### src/rtl/i2c_scl_baud.sv
module i2c_scl_baud #(
  parameter int W       = 8,
  parameter int PRE_DIV = 2,
  parameter int NBITS   = 9
) (
  input  logic         clk,
  input  logic         rst_n,
  input  logic [W-1:0] reload,
  input  logic         wr_stb,
  input  logic         scl_in,
  output logic         scl_o,
  output logic         busy,
  output logic         done
);
  localparam int PW = (PRE_DIV > 2) ? $clog2(PRE_DIV) : 1;
  localparam int FW = $clog2(NBITS + 1);
  localparam logic [PW-1:0] PRE_LAST = PW'(PRE_DIV - 1);
  localparam logic [FW-1:0] FALL_LAST = FW'(NBITS - 1);

  logic [PW-1:0] pre;
  logic [W-1:0]  cnt;
  logic [FW-1:0] falls;

  wire stall = scl_o & ~scl_in;
  wire tick  = busy & ~stall & (pre == PRE_LAST);
  wire roll  = tick & (cnt == '0);
  wire last  = roll & scl_o & (falls == FALL_LAST);

  always_ff @(posedge clk or negedge rst_n) begin
    if (!rst_n) begin
      pre   <= '0;
      cnt   <= '0;
      falls <= '0;
      scl_o <= 1'b1;
      busy  <= 1'b0;
      done  <= 1'b0;
    end else begin
      done <= 1'b0;
      if (!busy) begin
        if (wr_stb) begin
          busy  <= 1'b1;
          scl_o <= 1'b0;
          pre   <= '0;
          cnt   <= reload;
          falls <= '0;
        end
      end else begin
        if (!stall) pre <= (pre == PRE_LAST) ? '0 : pre + 1'b1;
        if (tick) begin
          if (roll) begin
            cnt   <= reload;
            scl_o <= ~scl_o;
            if (scl_o) falls <= falls + 1'b1;
            if (last) begin
              busy <= 1'b0;
              done <= 1'b1;
            end
          end else begin
            cnt <= cnt - 1'b1;
          end
        end
      end
    end
  end
endmodule


### config.mk
export PLATFORM = sky130hd
export DESIGN_NAME = i2c_scl_baud
export DESIGN_NICKNAME = d
export VERILOG_FILES = /design/src/rtl/i2c_scl_baud.sv
export SDC_FILE = /design/constraint.sdc
export NUM_CORES = 1
export LEC_CHECK = 0
export BUFFER_PORTS_ARGS = -buffer_cell sky130_fd_sc_hd__clkbuf_2
export CORE_UTILIZATION = 30
export DETAILED_ROUTE_END_ITERATION = 12
export SETUP_SLACK_MARGIN = 0.2
export SLEW_MARGIN = 20
export SYNTH_ARGS = -nofsm -noshare
export SYNTH_HDL_FRONTEND = slang
export SYNTH_SLANG_ARGS = --single-unit
### constraint.sdc
create_clock -name clk -period 2.35 [get_ports clk]
set_input_delay 0.1175 -clock clk [delete_from_list [all_inputs] [get_ports clk]]
set_output_delay 0.1175 -clock clk [all_outputs]
set_load 0.01 [all_outputs]
## Yosys cells after proc, flatten, opt, wreduce, memory -nomap -nowiden

Cells that the tools add are included.
Widths: inputs -> output; s select.

| cells by class | value |
|---|---|
| multiplexer cells | 25 |
| eq/ne operators | 5 |
| bitwise operators | 9 |
| reductions and logical operators | 6 |
| $add $sub $neg | 3 |

Operators by type and width:

| kind | count |
|---|---|
| $mux 8 | 4 |
| $mux 4 | 5 |
| $mux 1 | 16 |
| $logic_not 8->1 | 1 |
| $sub 8x1->8 const B | 1 |
| $and 1x1->1 | 6 |
| $add 4x1->4 const B | 1 |
| $eq 4x4->1 const B | 1 |
| $ne 2x1->1 const B | 2 |
| $ne 2x2->1 const B | 2 |
| $reduce_and 2->1 | 2 |
| $reduce_and 4->1 | 1 |
| $not 1->1 | 3 |
| $reduce_and 3->1 | 1 |
| $reduce_bool 2->1 | 1 |
| $add 1x1->1 const B | 1 |

| storage, ports and cells | value |
|---|---|
| flip-flop bits (word level) | 16 |
| bits of input ports | 12 |
| output and inout bits | 3 |
| word-level logic and storage cells | 54 |

## Longest topological paths before layout

| depth | value |
|---|---|
| depth in word-level cells | 12 |
| gate-level depth with buffers | 6 |

## Worst setup path before layout

Ideal clock, no wire load.

| timing path | value |
|---|---|
| path kind | flip-flop to flip-flop |
| start point | register cnt[0] |
| end point | register cnt[3] |
| arrival | 2.020 ns |
| period minus slack after synthesis | 2.144 ns |
| setup time | 0.124 ns |
| path slack | 0.206 ns |
| data required time | 2.226 ns |
| stages on the path, launching flop included | 7 |
| cells stage by stage | dfrtp_1 -> inv_1 -> ha_1 -> or4b_4 -> o41ai_4 -> o21ai_2 -> a211o_1 |

| on the way | value |
|---|---|
| cells in the longest elaborated chain, start to end | 5 |
| elaborated cells on any way between the ends | 6 |
| those cells by class | add/sub: 1; mux: 3; bitwise: 1; reduce/logical: 1 |

Ends and longest elaborated chain:

| element | RTL line | source |
|---|---|---|
| start, declared | 21 | `logic [W-1:0] cnt;` |
| start signal, assigned | 44 | `cnt <= reload;` |
| start signal, assigned | 51 | `cnt <= reload;` |
| start signal, assigned | 59 | `cnt <= cnt - 1'b1;` |
| parallel branches: the longest is 2 deep, another holds $sub 8x1->8 | - |  |
| $mux 8 * | 50 | `if (roll) begin` |
| $mux 8 * | 49 | `if (tick) begin` |
| $mux 8 * | 39 | `if (!busy) begin` |

Mark *: on every way between the ends. The select of a mux whose other input is x is not followed.
A chain may end at the register's enable or synchronous reset.

## Final worst setup path

| timing path | value |
|---|---|
| start point | register cnt[1] |
| end point | register cnt[6] |

The elaborated chain is that of the path after synthesis.

==> flow_metrics.env <==
export IMPL_status="completed"
export IMPL_ys_seq_area_share_pct=40.6
export IMPL_die_area_um2=3530
export IMPL_fin_nets=147
export IMPL_drtIter0Drc=66
export IMPL_p_comb_share_pct=42.9
export IMPL_grt_use_met1_pct=20.0
export IMPL_crit_fanout=7
export IMPL_hold_viol=0
export IMPL_chipHeight_um=59.4
export IMPL_synth_top_area_share_pct=38.0
export IMPL_grt_overflow=0
export IMPL_synthXorXnorAreaFrac_pct=0
export IMPL_die_w_um=59.4
export IMPL_synth_area_leaders="dfrtp_1, nand2_1, ha_1, mux2i_1, nor2_1"
export IMPL_final_common_cell="dfrtp_1"
export IMPL_synth_distinct_cells=38
export IMPL_grt_use_met3_pct=3.93
export IMPL_synth_top_area_cell="dfrtp_1"
export IMPL_syn_inst=105
export IMPL_netlist_area_um2=988
export IMPL_drc=0
export IMPL_reg2reg_from="cnt[1]$_DFFE_PN0P_"
export IMPL_path_buf_inv=1
export IMPL_synth_mux_area_share_pct=6.20
export IMPL_period_share_pct=92.6
export IMPL_area_growth_pct=26.7
export IMPL_synthFlopType="dfrtp_1"
export IMPL_finish_instance_area_um2=1250
export IMPL_cp_slowest_stage_delay_ps=600
export IMPL_clock_latency_ps=300
export IMPL_vias=914
export IMPL_synth_top_family_by_area="simple AND/OR/NAND/NOR gates"
export IMPL_tightest_slew_ps=427
export IMPL_grt_pass1_wl_mm=4.08
export IMPL_hp_class="input port to flop"
export IMPL_crit_family="simple AND/OR/NAND/NOR gates"
export IMPL_path_cells="inv_2 > ha_4 > or4b_4 > o41a_1 > nor3_2 > nor4_1"
export IMPL_rsz0062_at_grt="yes"
export IMPL_synth_compound_area_share_pct=18.7
export IMPL_cts_tree="done"
export IMPL_max_freq_mhz=460
export IMPL_routed_via_density=5.25
export IMPL_synth_simple_area_share_pct=26.3
export IMPL_hold_path_startpoint="reload[1]"
export IMPL_syn_avg_cell_area_um2=9.41
export IMPL_clkSinkCount=16
export IMPL_critPathCaptureType="flop"
export IMPL_period_needed_ps=2180
export IMPL_finClkSkew_ps=2.89
export IMPL_placementRows=20
export IMPL_slew_headroom_pct=71.5
export IMPL_drv_cap=0
export IMPL_fp_coreArea_um2=3080
export IMPL_powerDensity_nw_per_um2=941
export IMPL_grt_pass1_vias=877
export IMPL_drive_gt1_share_pct=30.8
export IMPL_worstPathRequired_ps=2530
export IMPL_antenna_cells=0
export IMPL_async_flop_share_pct=100
export IMPL_cts_root_buf="clkbuf_4"
export IMPL_dr_pass1_iters=4
export IMPL_grt_busiest_layer="met2"
export IMPL_place_area_um2=1150
export IMPL_synthAdderAreaFrac_pct=5.06
export IMPL_port_buffers=14
export IMPL_place_gp_congestion=0.849
export IMPL_antenna_found_initial=0
export IMPL_ioPinCount=15
export IMPL_finalSetupViolations=0
export IMPL_crit_start="cnt[1]$_DFFE_PN0P_"
export IMPL_synth_edff_count=0
export IMPL_p_int_w=0.000688
export IMPL_initial_utilization_pct=32.1
export IMPL_power_switching_w=0.000491
export IMPL_critPathLaunchType="flop"
export IMPL_post_drt_wl_per_cell_um=13.9
export IMPL_fin_setup_tns_ps=0
export IMPL_cts_buffers_inserted=3
export IMPL_critPathKind="flop to flop"
export IMPL_ctsHtreeMaxLevel=1
export IMPL_grt_start_max_net_pins=17
export IMPL_track_usage_pct=15.5
export IMPL_clkPwrFrac_pct=16.2
export IMPL_synth_nets=121
export IMPL_wirelength_mm=2.42
export IMPL_path_clk_slew_ps=100
export IMPL_layout_common_cells="dfrtp_1, nand2_1, clkbuf_2, nor2_1, buf_4"
export IMPL_hpwl_mm=1.69
export IMPL_synth_seq_cells=16
export IMPL_slowest_stage="o41a_1"
export IMPL_use_met2_pct=25.7
export IMPL_swShare_pct=41.7
export IMPL_maxSlewViolCount=0
export IMPL_cts_max_path_buffers=2
export IMPL_yosysWarnings=0
export IMPL_drtAntennaViolNets=0
export IMPL_ir_drop_uv=467
export IMPL_worstPathArrival_ps=2360
export IMPL_leakage_nw=0.575
export IMPL_pwr_share_seq_pct=40.8
[metal layers]
layer	vias to the layer above	part of all wire [%]	routed length, um
met5	-	0	0
met4	0	1.9	45
met3	6	3.6	86
met2	17	49	1190
met1	450	45	1090
li1	441	-	-
[cell usage after synthesis (2+ instances only)]
library cell  count
o22ai_1           2
inv_1             5
dfrtp_1          15
a22oi_1           2
o21ai_0           2
nor3_1            6
clkbuf_1          3
or4_1             2
nand2_1          14
nor2b_1           2
nand2b_1          2
a21oi_1           4
ha_1              4
mux2i_1           5
nor2_1            9
a31oi_1           3
nand3_1           4
[flip-flops by register name, indices dropped and copies added (netlist names)]
register / count
cnt: 8
pre: 1
scl_o: 1
busy: 1
done: 1
falls: 4
[cell type report]
type | instances | area (um^2)
multi-input cells | 81 | 589
repair buffers | 24 | 151
fillers | 319 | 1830
clock buffers | 4 | 36.3
well taps | 44 | 55.1
inverters | 5 | 18.8
flip-flops and latches | 16 | 402
[worst paths after layout]
kind,to,slack [ps],cells past startpoint
worst max-delay path,cnt[6]$_DFFE_PN0P_,170,6
min in group asynchronous,done$_DFF_PN0_,280,2
worst max register to register,cnt[6]$_DFFE_PN0P_,170,6
worst min-delay path,cnt[1]$_DFFE_PN0P_,30,3
max in group asynchronous,scl_o$_DFFE_PN1P_,1740,2
worst min register to register,pre$_DFFE_PN0P_,510,1
[cell families (layout without fill, tap and decap cells)]
group                      Yosys count  count (layout)
DFF                                 16              16
AOI/OAI and AO/OA                   23              23
adders and majority gates            4               4
muxes                                6               6
buffers and inverters                8              33
and+or+nand+nor                     48              48
[power by group through the flow]
| stage | clock, W | combinational (W) | sequential [W] |
|---|---|---|---|
| global route | 0.000215 | 0.000575 | 0.000494 |
| global placement | 0 | 0.000425 | 0.000479 |
| floorplan | 0 | 0.000331 | 0.000443 |
| detailed placement | 0 | 0.000434 | 0.000482 |
| finish | 0.000191 | 0.000506 | 0.000481 |
| CTS | 0.000201 | 0.000439 | 0.000480 |
[repair_timing]
item	CTS	global route
hold buffers	1	0
setup endpoints to repair	7	8
endpoints found under the hold margin	15	0
setup buffers	1	2
pin swaps	3	9
gates resized for setup	2	7
[through the flow]
stage	hold WS (ps)	util, %	instances	power, W	worst slack, ps
6_report	34.1	40.7	174	0.00118	174
2_1_floorplan	-178	-	105	0.000774	206
4_1_cts	33.9	39.0	172	0.00112	205
3_5_place_dp	74.1	37.3	166	0.000916	136
3_3_place_gp	63.2	37.3	166	0.000904	198
5_1_grt	52.1	40.7	174	0.00128	82.7
[worst register-to-register path, delay by kind of cell, from the launching register on]
kind	cells	cell delay, ps
and+or+nand+nor	3	820
AOI/OAI and AO/OA	1	600
DFF	1	410
adders and majority gates	1	130
buffers and inverters	1	110
(Power assumes the default switching activity.)
